**src/rtl/pme_pkg.sv**
```systemverilog
package pme_pkg;
  localparam int N_PHY = 2;

  typedef enum logic [1:0] {
    REG_CTRL    = 2'd0,
    REG_INT_STS = 2'd1,
    REG_INT_EN  = 2'd2,
    REG_IRQ_CFG = 2'd3
  } reg_sel_e;

  localparam int B_PME_EN   = 1;
  localparam int B_POL      = 2;
  localparam int B_MODE     = 3;
  localparam int B_WOL_STS  = 5;
  localparam int B_BUF      = 6;
  localparam int B_IRQ_EN   = 8;
  localparam int B_WOL_EN   = 9;
  localparam int B_ED_EN0   = 14;
  localparam int B_ED_STS0  = 16;
  localparam int B_PME_INT  = 17;
endpackage

```
**src/rtl/pme_wake_status.sv**
```systemverilog
module pme_wake_status
  import pme_pkg::*;
(
  input  logic             clk,
  input  logic             rst_n,
  input  logic [N_PHY-1:0] ed_src_i,
  input  logic [N_PHY-1:0] ed_mask_i,
  input  logic [N_PHY-1:0] ed_en_i,
  input  logic [N_PHY-1:0] ed_clr_i,
  input  logic             wuf_en_i,
  input  logic             wuf_rx_i,
  input  logic             mp_en_i,
  input  logic             mp_rx_i,
  input  logic             wol_en_i,
  input  logic             wol_clr_i,
  input  logic             pme_en_i,
  output logic [N_PHY-1:0] ed_sts_o,
  output logic             wol_sts_o,
  output logic             trig_o,
  output logic             lvl_o
);
  logic [N_PHY-1:0] ed_evt;
  logic [N_PHY-1:0] ed_sts_q, ed_sts_d;
  logic             wol_evt, wol_sts_q, wol_sts_d;

  for (genvar i = 0; i < N_PHY; i++) begin : g_phy
    assign ed_evt[i] = ed_src_i[i] & ed_mask_i[i];

    always_comb begin
      ed_sts_d[i] = ed_sts_q[i];
      if (ed_clr_i[i]) ed_sts_d[i] = 1'b0;
      if (ed_evt[i])   ed_sts_d[i] = 1'b1;
    end

    always_ff @(posedge clk or negedge rst_n) begin
      if (!rst_n) ed_sts_q[i] <= 1'b0;
      else        ed_sts_q[i] <= ed_sts_d[i];
    end

    a_r4_ed_hold: assert property (@(posedge clk) disable iff (!rst_n)
      (ed_sts_q[i] && !ed_clr_i[i]) |=> ed_sts_q[i]);
    a_r2_ed_set: assert property (@(posedge clk) disable iff (!rst_n)
      (ed_src_i[i] && ed_mask_i[i]) |=> ed_sts_q[i]);
  end

  assign wol_evt = (wuf_en_i & wuf_rx_i) | (mp_en_i & mp_rx_i);

  always_comb begin
    wol_sts_d = wol_sts_q;
    if (wol_clr_i) wol_sts_d = 1'b0;
    if (wol_evt)   wol_sts_d = 1'b1;
  end

  always_ff @(posedge clk or negedge rst_n) begin
    if (!rst_n) wol_sts_q <= 1'b0;
    else        wol_sts_q <= wol_sts_d;
  end

  assign trig_o    = pme_en_i & ((|(ed_evt & ed_en_i)) | (wol_evt & wol_en_i));
  assign lvl_o     = (|(ed_sts_q & ed_en_i)) | (wol_sts_q & wol_en_i);
  assign ed_sts_o  = ed_sts_q;
  assign wol_sts_o = wol_sts_q;

  a_r3_wol_set: assert property (@(posedge clk) disable iff (!rst_n)
    (mp_en_i && mp_rx_i) |=> wol_sts_q);
  a_r4_wol_hold: assert property (@(posedge clk) disable iff (!rst_n)
    (wol_sts_q && !wol_clr_i) |=> wol_sts_q);
endmodule

```
**src/rtl/pme_pulse_timer.sv**
```systemverilog
module pme_pulse_timer #(
  parameter int CLK_HZ   = 100_000_000,
  parameter int PULSE_MS = 50
) (
  input  logic clk,
  input  logic rst_n,
  input  logic trig_i,
  output logic busy_o
);
  localparam int PULSE_CYC = (CLK_HZ / 1000) * PULSE_MS;
  localparam int CNT_W     = $clog2(PULSE_CYC + 1);

  logic [CNT_W-1:0] cnt_q, cnt_d;
  logic             cnt_en;

  assign cnt_en = trig_i | (cnt_q != '0);

  always_comb begin
    cnt_d = cnt_q;
    if (trig_i)            cnt_d = CNT_W'(PULSE_CYC);
    else if (cnt_q != '0)  cnt_d = cnt_q - 1'b1;
  end

  always_ff @(posedge clk or negedge rst_n) begin
    if (!rst_n)      cnt_q <= '0;
    else if (cnt_en) cnt_q <= cnt_d;
  end

  assign busy_o = (cnt_q != '0);

  a_r5_reload: assert property (@(posedge clk) disable iff (!rst_n)
    trig_i |=> (cnt_q == CNT_W'(PULSE_CYC)));
  a_r5_countdown: assert property (@(posedge clk) disable iff (!rst_n)
    (busy_o && !trig_i) |=> (cnt_q == $past(cnt_q) - 1'b1));
  a_r5_idle_stays: assert property (@(posedge clk) disable iff (!rst_n)
    (!busy_o && !trig_i) |=> !busy_o);
endmodule

```
**src/rtl/pme_pin_drive.sv**
```systemverilog
module pme_pin_drive (
  input  logic active_i,
  input  logic pol_high_i,
  input  logic push_pull_i,
  output logic pme_o,
  output logic pme_oe_o
);
  always_comb begin
    pme_o    = pol_high_i ? active_i : ~active_i;
    pme_oe_o = push_pull_i | active_i;
  end
endmodule

```
**src/rtl/pme_wake_gen.sv**
```systemverilog
module pme_wake_gen
  import pme_pkg::*;
#(
  parameter int CLK_HZ   = 100_000_000,
  parameter int PULSE_MS = 50
) (
  input  logic                clk,
  input  logic                rst_n,
  input  logic                wr_en,
  input  logic [1:0]          addr,
  input  logic [31:0]         wdata,
  output logic [31:0]         rdata,
  input  logic [N_PHY-1:0]    phy_int_src,
  input  logic [N_PHY-1:0]    phy_int_mask,
  input  logic                mac_frame_wake_en,
  input  logic                mac_frame_wake_rx,
  input  logic                mac_magic_en,
  input  logic                mac_magic_rx,
  input  logic                sys_irq_in,
  output logic                pme_out,
  output logic                pme_oe,
  output logic                irq_out
);
  logic rst_meta_q, rst_sync_n;

  always_ff @(posedge clk or negedge rst_n) begin
    if (!rst_n) begin
      rst_meta_q <= 1'b0;
      rst_sync_n <= 1'b0;
    end else begin
      rst_meta_q <= 1'b1;
      rst_sync_n <= rst_meta_q;
    end
  end

  logic             wr_ctrl, wr_ists, wr_ien, wr_icfg;
  logic             pme_en_q, pol_q, mode_pulse_q, push_pull_q, wol_en_q;
  logic [N_PHY-1:0] ed_en_q;
  logic             int_en_q, irq_en_q, pme_int_q, pme_int_d;
  logic [N_PHY-1:0] ed_sts, ed_clr;
  logic             wol_sts, wol_clr, trig, lvl, busy, active;

  assign wr_ctrl = wr_en & (addr == REG_CTRL);
  assign wr_ists = wr_en & (addr == REG_INT_STS);
  assign wr_ien  = wr_en & (addr == REG_INT_EN);
  assign wr_icfg = wr_en & (addr == REG_IRQ_CFG);

  assign ed_clr  = {N_PHY{wr_ctrl}} & wdata[B_ED_STS0 +: N_PHY];
  assign wol_clr = wr_ctrl & wdata[B_WOL_STS];

  always_ff @(posedge clk or negedge rst_sync_n) begin
    if (!rst_sync_n) begin
      pme_en_q     <= 1'b0;
      pol_q        <= 1'b0;
      mode_pulse_q <= 1'b0;
      push_pull_q  <= 1'b0;
      wol_en_q     <= 1'b0;
      ed_en_q      <= '0;
    end else if (wr_ctrl) begin
      pme_en_q     <= wdata[B_PME_EN];
      pol_q        <= wdata[B_POL];
      mode_pulse_q <= wdata[B_MODE];
      push_pull_q  <= wdata[B_BUF];
      wol_en_q     <= wdata[B_WOL_EN];
      ed_en_q      <= wdata[B_ED_EN0 +: N_PHY];
    end
  end

  always_ff @(posedge clk or negedge rst_sync_n) begin
    if (!rst_sync_n)  int_en_q <= 1'b0;
    else if (wr_ien)  int_en_q <= wdata[B_PME_INT];
  end

  always_ff @(posedge clk or negedge rst_sync_n) begin
    if (!rst_sync_n)  irq_en_q <= 1'b0;
    else if (wr_icfg) irq_en_q <= wdata[B_IRQ_EN];
  end

  always_comb begin
    pme_int_d = pme_int_q;
    if (wr_ists && wdata[B_PME_INT]) pme_int_d = 1'b0;
    if (trig)                        pme_int_d = 1'b1;
  end

  always_ff @(posedge clk or negedge rst_sync_n) begin
    if (!rst_sync_n) pme_int_q <= 1'b0;
    else             pme_int_q <= pme_int_d;
  end

  pme_wake_status u_status (
    .clk       (clk),
    .rst_n     (rst_sync_n),
    .ed_src_i  (phy_int_src),
    .ed_mask_i (phy_int_mask),
    .ed_en_i   (ed_en_q),
    .ed_clr_i  (ed_clr),
    .wuf_en_i  (mac_frame_wake_en),
    .wuf_rx_i  (mac_frame_wake_rx),
    .mp_en_i   (mac_magic_en),
    .mp_rx_i   (mac_magic_rx),
    .wol_en_i  (wol_en_q),
    .wol_clr_i (wol_clr),
    .pme_en_i  (pme_en_q),
    .ed_sts_o  (ed_sts),
    .wol_sts_o (wol_sts),
    .trig_o    (trig),
    .lvl_o     (lvl)
  );

  pme_pulse_timer #(.CLK_HZ(CLK_HZ), .PULSE_MS(PULSE_MS)) u_timer (
    .clk    (clk),
    .rst_n  (rst_sync_n),
    .trig_i (trig),
    .busy_o (busy)
  );

  assign active = pme_en_q & (mode_pulse_q ? busy : lvl);

  pme_pin_drive u_pin (
    .active_i    (active),
    .pol_high_i  (pol_q),
    .push_pull_i (push_pull_q),
    .pme_o       (pme_out),
    .pme_oe_o    (pme_oe)
  );

  assign irq_out = irq_en_q & ((pme_int_q & int_en_q) | sys_irq_in);

  always_comb begin
    rdata = '0;
    unique case (addr)
      REG_CTRL: begin
        rdata[B_PME_EN]             = pme_en_q;
        rdata[B_POL]                = pol_q;
        rdata[B_MODE]               = mode_pulse_q;
        rdata[B_WOL_STS]            = wol_sts;
        rdata[B_BUF]                = push_pull_q;
        rdata[B_WOL_EN]             = wol_en_q;
        rdata[B_ED_EN0 +: N_PHY]    = ed_en_q;
        rdata[B_ED_STS0 +: N_PHY]   = ed_sts;
      end
      REG_INT_STS: rdata[B_PME_INT] = pme_int_q;
      REG_INT_EN:  rdata[B_PME_INT] = int_en_q;
      default:     rdata[B_IRQ_EN]  = irq_en_q;
    endcase
  end

  a_r10_int_set: assert property (@(posedge clk) disable iff (!rst_sync_n)
    trig |=> pme_int_q);
  a_r11_irq_gated: assert property (@(posedge clk) disable iff (!rst_sync_n)
    !irq_en_q |-> !irq_out);
  a_r9_push_pull_drives: assert property (@(posedge clk) disable iff (!rst_sync_n)
    push_pull_q |-> pme_oe);
  a_r7_no_pme_when_off: assert property (@(posedge clk) disable iff (!rst_sync_n)
    (!pme_en_q && !push_pull_q) |-> !pme_oe);
endmodule

```
**config.mk**
```make
export PLATFORM = sky130hd
export DESIGN_NAME = pme_wake_gen
export DESIGN_NICKNAME = d
export VERILOG_FILES = /design/src/rtl/pme_pkg.sv /design/src/rtl/pme_wake_status.sv /design/src/rtl/pme_pulse_timer.sv /design/src/rtl/pme_pin_drive.sv /design/src/rtl/pme_wake_gen.sv
export SDC_FILE = /design/constraint.sdc
export NUM_CORES = 1
export LEC_CHECK = 0
export ABC_AREA = 1
export BUFFER_PORTS_ARGS = -buffer_cell sky130_fd_sc_hd__clkbuf_2
export CORE_MARGIN = 3
export CORE_UTILIZATION = 51
export CTS_CLUSTER_DIAMETER = 50
export CTS_CLUSTER_SIZE = 40
export DETAILED_ROUTE_END_ITERATION = 8
export GPL_TIMING_DRIVEN = 0
export PLACE_DENSITY = 0.85
export SLEW_MARGIN = 5
export SYNTH_ARGS = -nofsm -noshare
export SYNTH_HDL_FRONTEND = slang
export SYNTH_HIERARCHICAL = 1
export SYNTH_SLANG_ARGS = --single-unit
```
**constraint.sdc**
```tcl
create_clock -name clk -period 2.1 [get_ports clk]
set_clock_uncertainty 0.15 [all_clocks]
set_input_delay 0 -clock clk [delete_from_list [all_inputs] [get_ports clk]]
set_output_delay 0 -clock clk [all_outputs]
set_load 0.05 [all_outputs]
```
==> results.toml, run 1 <==
[critical_path]
cp.arrival_ps = 1870
crit_type = "flip-flop to primary output"
crit_required_ps = 1950
critPathMaxFanout = 4
crit_path_end_kind = "primary output"
path_cells = "inv_2, ha_4, nand2_2, nor2_4, nand3_4, nor2_2, nor2_1, or2_1, clkbuf_8"
cpMaxStageDelayCell = "dfrtp_1"
max_stage_delay_ps = 400
start_kind = "flip-flop"

[cells_and_area]
layout_common_cells = "77 x nand2_1, 46 x nor2_1, 45 x inv_1, 43 x buf_4, 37 x dfrtp_1"
layout_commonest_cell = "nand2_1"
utilization = 0.755
drive_gt1_frac = 0.286
antenna_cells = 0
fin_nets = 508
syn_to_final_growth_pct = 38.1
fillers = 291

[yosys]
syn_area_um2 = 2460
synthFlopType = "dfrtp_1"
synthArstFlopShare = 1.00
synth_cell_types = 31
syn_inst = 344
yosysTopAreaCell = "dfrtp_1"
ys_ff_latch = 38
synth_seq_area_share = 0.386
yosys_warnings = 6
synth_edf_count = 0
syn_avg_cell_area_um2 = 7.16
synth_area_leaders = "dfrtp_1 39%, nand2_1 12%, nor2_1 7.8%, nand3_1 7.3%, inv_1 7.0%"
synth_top_cell_area_share = 0.386

[routing]
num_vias = 2693
wl_per_cell_um = 14.2
post-route-drc-count = 0
antenna_left = 0
viasPerCell = 5.24
wl_um = 7290
dr.pass1.iters = 5
drt-initial-drc-count = 168

[clock_network]
clkSinkCount = 38
path_clk_slew_ps = 80
cts_buffers = 5
cts_tree = "done"
clk_path_buf_depth = 2
clk_latency_ps = 300
cts-root-buf = "clkbuf_8"
htree_levels = 2

[sta]
slew_violations = 0
period_minus_slack_ps = 2020
hold_viol = 0
setup_violations = 0
finalCritPeriodShare = 0.963
worst_pin_slew_ps = 793
fmax_mhz = 495
slew_headroom = 0.471

[die]
initial_core_util = 0.547
core_area_um2 = 4500
die_y_um = 75.5
std_cell_rows = 24
io_pins = 81
die_w_um = 75.5
dieArea_um2 = 5700

[global_routing]
grt_max_degree = 37
grt_pass1_wl_um = 11600
grt_pass1_vias = 2575
globalRoute.totalOverflow = 0
antenna_found_initial = 0
grt_usage = 0.272

[power]
pwr-share-clk = 0.203
switching_share = 0.413
powerDensity_nw_per_um2 = 755
internal-power_mw = 1.51
seqPwrFrac = 0.393
power_leakage_nw = 1.79
ir_drop_mv = 0.544
power_mw = 2.57
share_comb_of_total_power = 0.404
power.switching_mw = 1.06

[placement]
portBuffers = 38
place.gp.congestion = 0.816
dpl.hpwl_um = 3890

[flow_run]
drv_cap = 0

[worst_hold_path]
hp-class = "input port to flip-flop"

[status]
outcome = "finished clean"
## cells in the mapped netlist (2+ instances only)
| cell type | number |
|---|---|
| a21o_1 | 4 |
| nand3_1 | 36 |
| xor2_1 | 2 |
| buf_4 | 22 |
| inv_2 | 2 |
| buf_2 | 2 |
| nand2_1 | 78 |
| nor2_2 | 15 |
| conb_1 | 2 |
| nand4_1 | 9 |
| o21ai_0 | 6 |
| a21oi_1 | 5 |
| or2_2 | 5 |
| nor2_1 | 51 |
| inv_1 | 46 |
| nor2_4 | 5 |
| dfrtp_1 | 38 |
| o21ai_1 | 3 |
## cell type report
class	instances	area, um^2	area share
multi-input cells	252	1240	0.364
flip-flops and latches	38	952	0.280
repair buffers	91	679	0.200
plain buffers	25	195	0.0574
inverters	48	180	0.0530
clock buffers	5	68.8	0.0202
well taps	52	65.1	0.0191
clock inverters	3	21.3	0.00626
## stage by stage
stage,hold slack (ps),instances,setup WS [ps],setup TNS (ps),instance area [um^2]
2_1_floorplan,-446,364,141,0,2540
6_report,48.3,514,78.7,0,3400
3_3_place_gp,-364,454,-73.0,-104,2790
4_1_cts,16.8,510,16.5,0,3350
5_1_grt,62.2,514,-2.39,-2.39,3400
3_5_place_dp,-361,454,-79.7,-123,2790
## timing repair
item                                    in CTS  in global routing
pin swaps                                    9                  2
hold buffers                                32                  0
endpoints found under the hold margin       15                  0
resized for setup                           10                  4
setup buffers                               17                  4
endpoints found under the setup margin       2                  2
## cell families (layout without fill, tap and decap cells)
family,after synthesis,after routing,synth area share
AND/OR/NAND/NOR,206,206,0.391
buffers and inverters,74,172,0.157
flip-flops,38,38,0.386
AO/OA/AOI/OAI,20,20,0.0473
XOR/XNOR,3,3,0.0107
other,2,22,0.00305
adder cells (fa/ha/maj),1,1,0.00508
## sequential cells by signal, indices dropped and copies added (netlist names)
| signal | count |
|---|---|
| rst_sync_n | 1 |
| wol_en_q | 1 |
| pol_q | 1 |
| pme_int_q | 1 |
| u_status/wol_sts_o | 1 |
| irq_en_q | 1 |
| ed_en_q | 2 |
| u_timer/cnt_q | 23 |
| u_status/ed_sts_o | 2 |
| push_pull_q | 1 |
| int_en_q | 1 |
| rst_meta_q | 1 |
| pme_en_q | 1 |
| mode_pulse_q | 1 |
## routing by layer
metal | share of wire | up-vias | track usage
li1 | - | 1252 | -
met3 | 0.076 | 53 | 0.0726
met1 | 0.37 | 1217 | 0.301
met2 | 0.51 | 171 | 0.477
met4 | 0.051 | 0 | 0.142
met5 | 0 | - | 0
## worst max-delay path: cells and delay by family (launching register included)
family,cells,cell delay [ps]
adders and majority gates,1,140
buffers and inverters,2,260
DFF,1,400
and+or+nand+nor,6,760
## power groups by stage
stage          Sequential, mW  Combinational (mW)  Clock (mW)
5_1_grt                  1.02                1.14       0.553
4_1_cts                 0.997               0.971       0.525
3_5_place_dp             1.01               0.794           0
6_report                 1.01                1.04       0.520
3_3_place_gp             1.01               0.774           0
2_1_floorplan           0.978               0.663           0
## worst paths after layout
check                      slack (ps)        startpoint  depth (start not counted)                 to
max                                80  u_timer/cnt_q[1]                          9             pme_oe
max reg2reg                       200        ed_en_q[1]                          9  u_timer/cnt_q[17]
min                                50           addr[0]                          5           pme_en_q
min in group asynchronous         210        rst_sync_n                          0           irq_en_q
max in group asynchronous        1070        rst_sync_n                          0  u_timer/cnt_q[10]
min reg2reg                       200        rst_meta_q                          0         rst_sync_n
(Power assumes the default switching activity.)
==> inputs of run 2 (changes only) <==
- CORE_UTILIZATION: 51 -> 33
- PLACE_DENSITY: 0.85 -> 0.61
- SLEW_MARGIN: 5 -> 20
==> results.toml, run 2 (synthesis gave the netlist of run 1 again) <==
[die]
die_y_um = 92.4
core_area_um2 = 7020
die_w_um = 92.4
std_cell_rows = 30
initial_core_util = 0.351
io_pins = 81
dieArea_um2 = 8530

[clock_network]
cts-root-buf = "clkbuf_8"
path_clk_slew_ps = 70
clk_path_buf_depth = 2
clkSinkCount = 38
htree_levels = 2
cts_tree = "done"
cts_buffers = 5
clk_latency_ps = 290

[cells_and_area]
final_cell_area_um2 = 3500
utilization = 0.499
largest-register = "u_timer/cnt_q"
layout.cells.non_filler = 561
drive_gt1_frac = 0.286
layout_common_cells = "77 x nand2_1, 46 x inv_1, 46 x nor2_1, 46 x buf_4, 37 x dfrtp_1"
fin_nets = 511
syn_to_final_growth_pct = 42.2
largest_reg_flops = 23
layout_commonest_cell = "nand2_1"
antenna_cells = 0

[critical_path]
crit_path_end_kind = "primary output"
reg2reg_slack_ps = 140
start_kind = "flip-flop"
r2r_cells = 12
cp.arrival_ps = 1810
regToRegStartpoint = "u_timer/cnt_q[19]"
critPathMaxFanout = 3
crit_type = "flip-flop to primary output"
r2r-end = "u_timer/cnt_q[22]"
crit_required_ps = 1950

[routing]
viasPerCell = 4.42
wl_per_cell_um = 11.3
dr.pass1.iters = 4
post-route-drc-count = 0
drt-initial-drc-count = 159
antenna_left = 0
num_vias = 2477
wl_um = 6330

[placement]
place.gp.congestion = 0.832
place_area_um2 = 2880
dpl.hpwl_um = 4140
portBuffers = 38
dp.cells = 499
pre_cts_ws_ps = -141

[global_routing]
grt_pass1_vias = 2357
grt_pass1_wl_um = 10400
grt_usage = 0.149
grt_max_degree = 22
antenna_found_initial = 0
globalRoute.totalOverflow = 0

[sta]
tns_ps = 0
hold_viol = 0
setup_violations = 0
finalCritPeriodShare = 0.935
fin_ws_ps = 136
fmax_mhz = 509
rsz0062_at_grt = "false"
period_minus_slack_ps = 1960
slew_violations = 0
hold_ws_ps = 16.8

[flow_run]
drv_cap = 0

[power]
power_mw = 2.63
ir_drop_mv = 0.435
power_leakage_nw = 1.82
powerDensity_nw_per_um2 = 752

[status]
outcome = "finished clean"

[worst_hold_path]
hp-class = "input port to flip-flop"
hp-start = "phy_int_src[1]"
holdPathEnd = "pme_int_q"
worstHoldPathCells = 7
run 2: cell type report:
type                            count  area (um^2)
Multi-Input combinational cell    252         1230
Sequential cell                    38          952
Clock inverter                      1         30.0
Fill cell                         679         3520
Tap cell                           96          120
Clock buffer                        7         76.3
Buffer                             25          195
Inverter                           48          180
Timing Repair Buffer               94          719
run 2: how the worst max path moves through the flow:
stage,startpoint,endpoint,slack [ps],cells past startpoint
6_report,u_timer/cnt_q[1],pme_oe,140,9
5_1_grt,u_timer/cnt_q[15],pme_oe,10,8
3_5_place_dp,u_timer/cnt_q[0],pme_oe,-140,10
3_3_place_gp,u_timer/cnt_q[0],pme_oe,-120,10
2_1_floorplan,u_timer/cnt_q[0],pme_out,140,11
4_1_cts,u_timer/cnt_q[19],u_timer/cnt_q[22],70,13
run 2: critical path, cell delays in order (launching register included):
cell      delay (ps)
dfrtp_1          380
inv_1            110
ha_4             150
nand2_2           70
nor2_4           130
nand3_4           90
nor2_1           110
nor2_1            70
or2_1            240
clkbuf_8         180
run 2: what timing repair did:
| action | CTS | global route |
|---|---|---|
| pin swaps | 9 | 3 |
| setup endpoints to repair | 2 | 1 |
| hold buffers | 31 | 0 |
| setup buffers | 23 | 2 |
| hold endpoints to repair | 15 | 0 |
| gates resized for setup | 9 | 2 |
run 2: report_power, final:
group / internal [mW] / switching, mW
clock network: 0.356 / 0.256
registers: 0.863 / 0.126
logic: 0.426 / 0.606
total: 1.64 / 0.987
run 2: metal layers:
metal / track usage / share of wire / vias up
met5: 0 / 0 / -
met4: 0.0483 / 0.011 / 0
met3: 0.0309 / 0.070 / 9
met2: 0.274 / 0.51 / 89
met1: 0.172 / 0.41 / 1118
li1: - / - / 1261
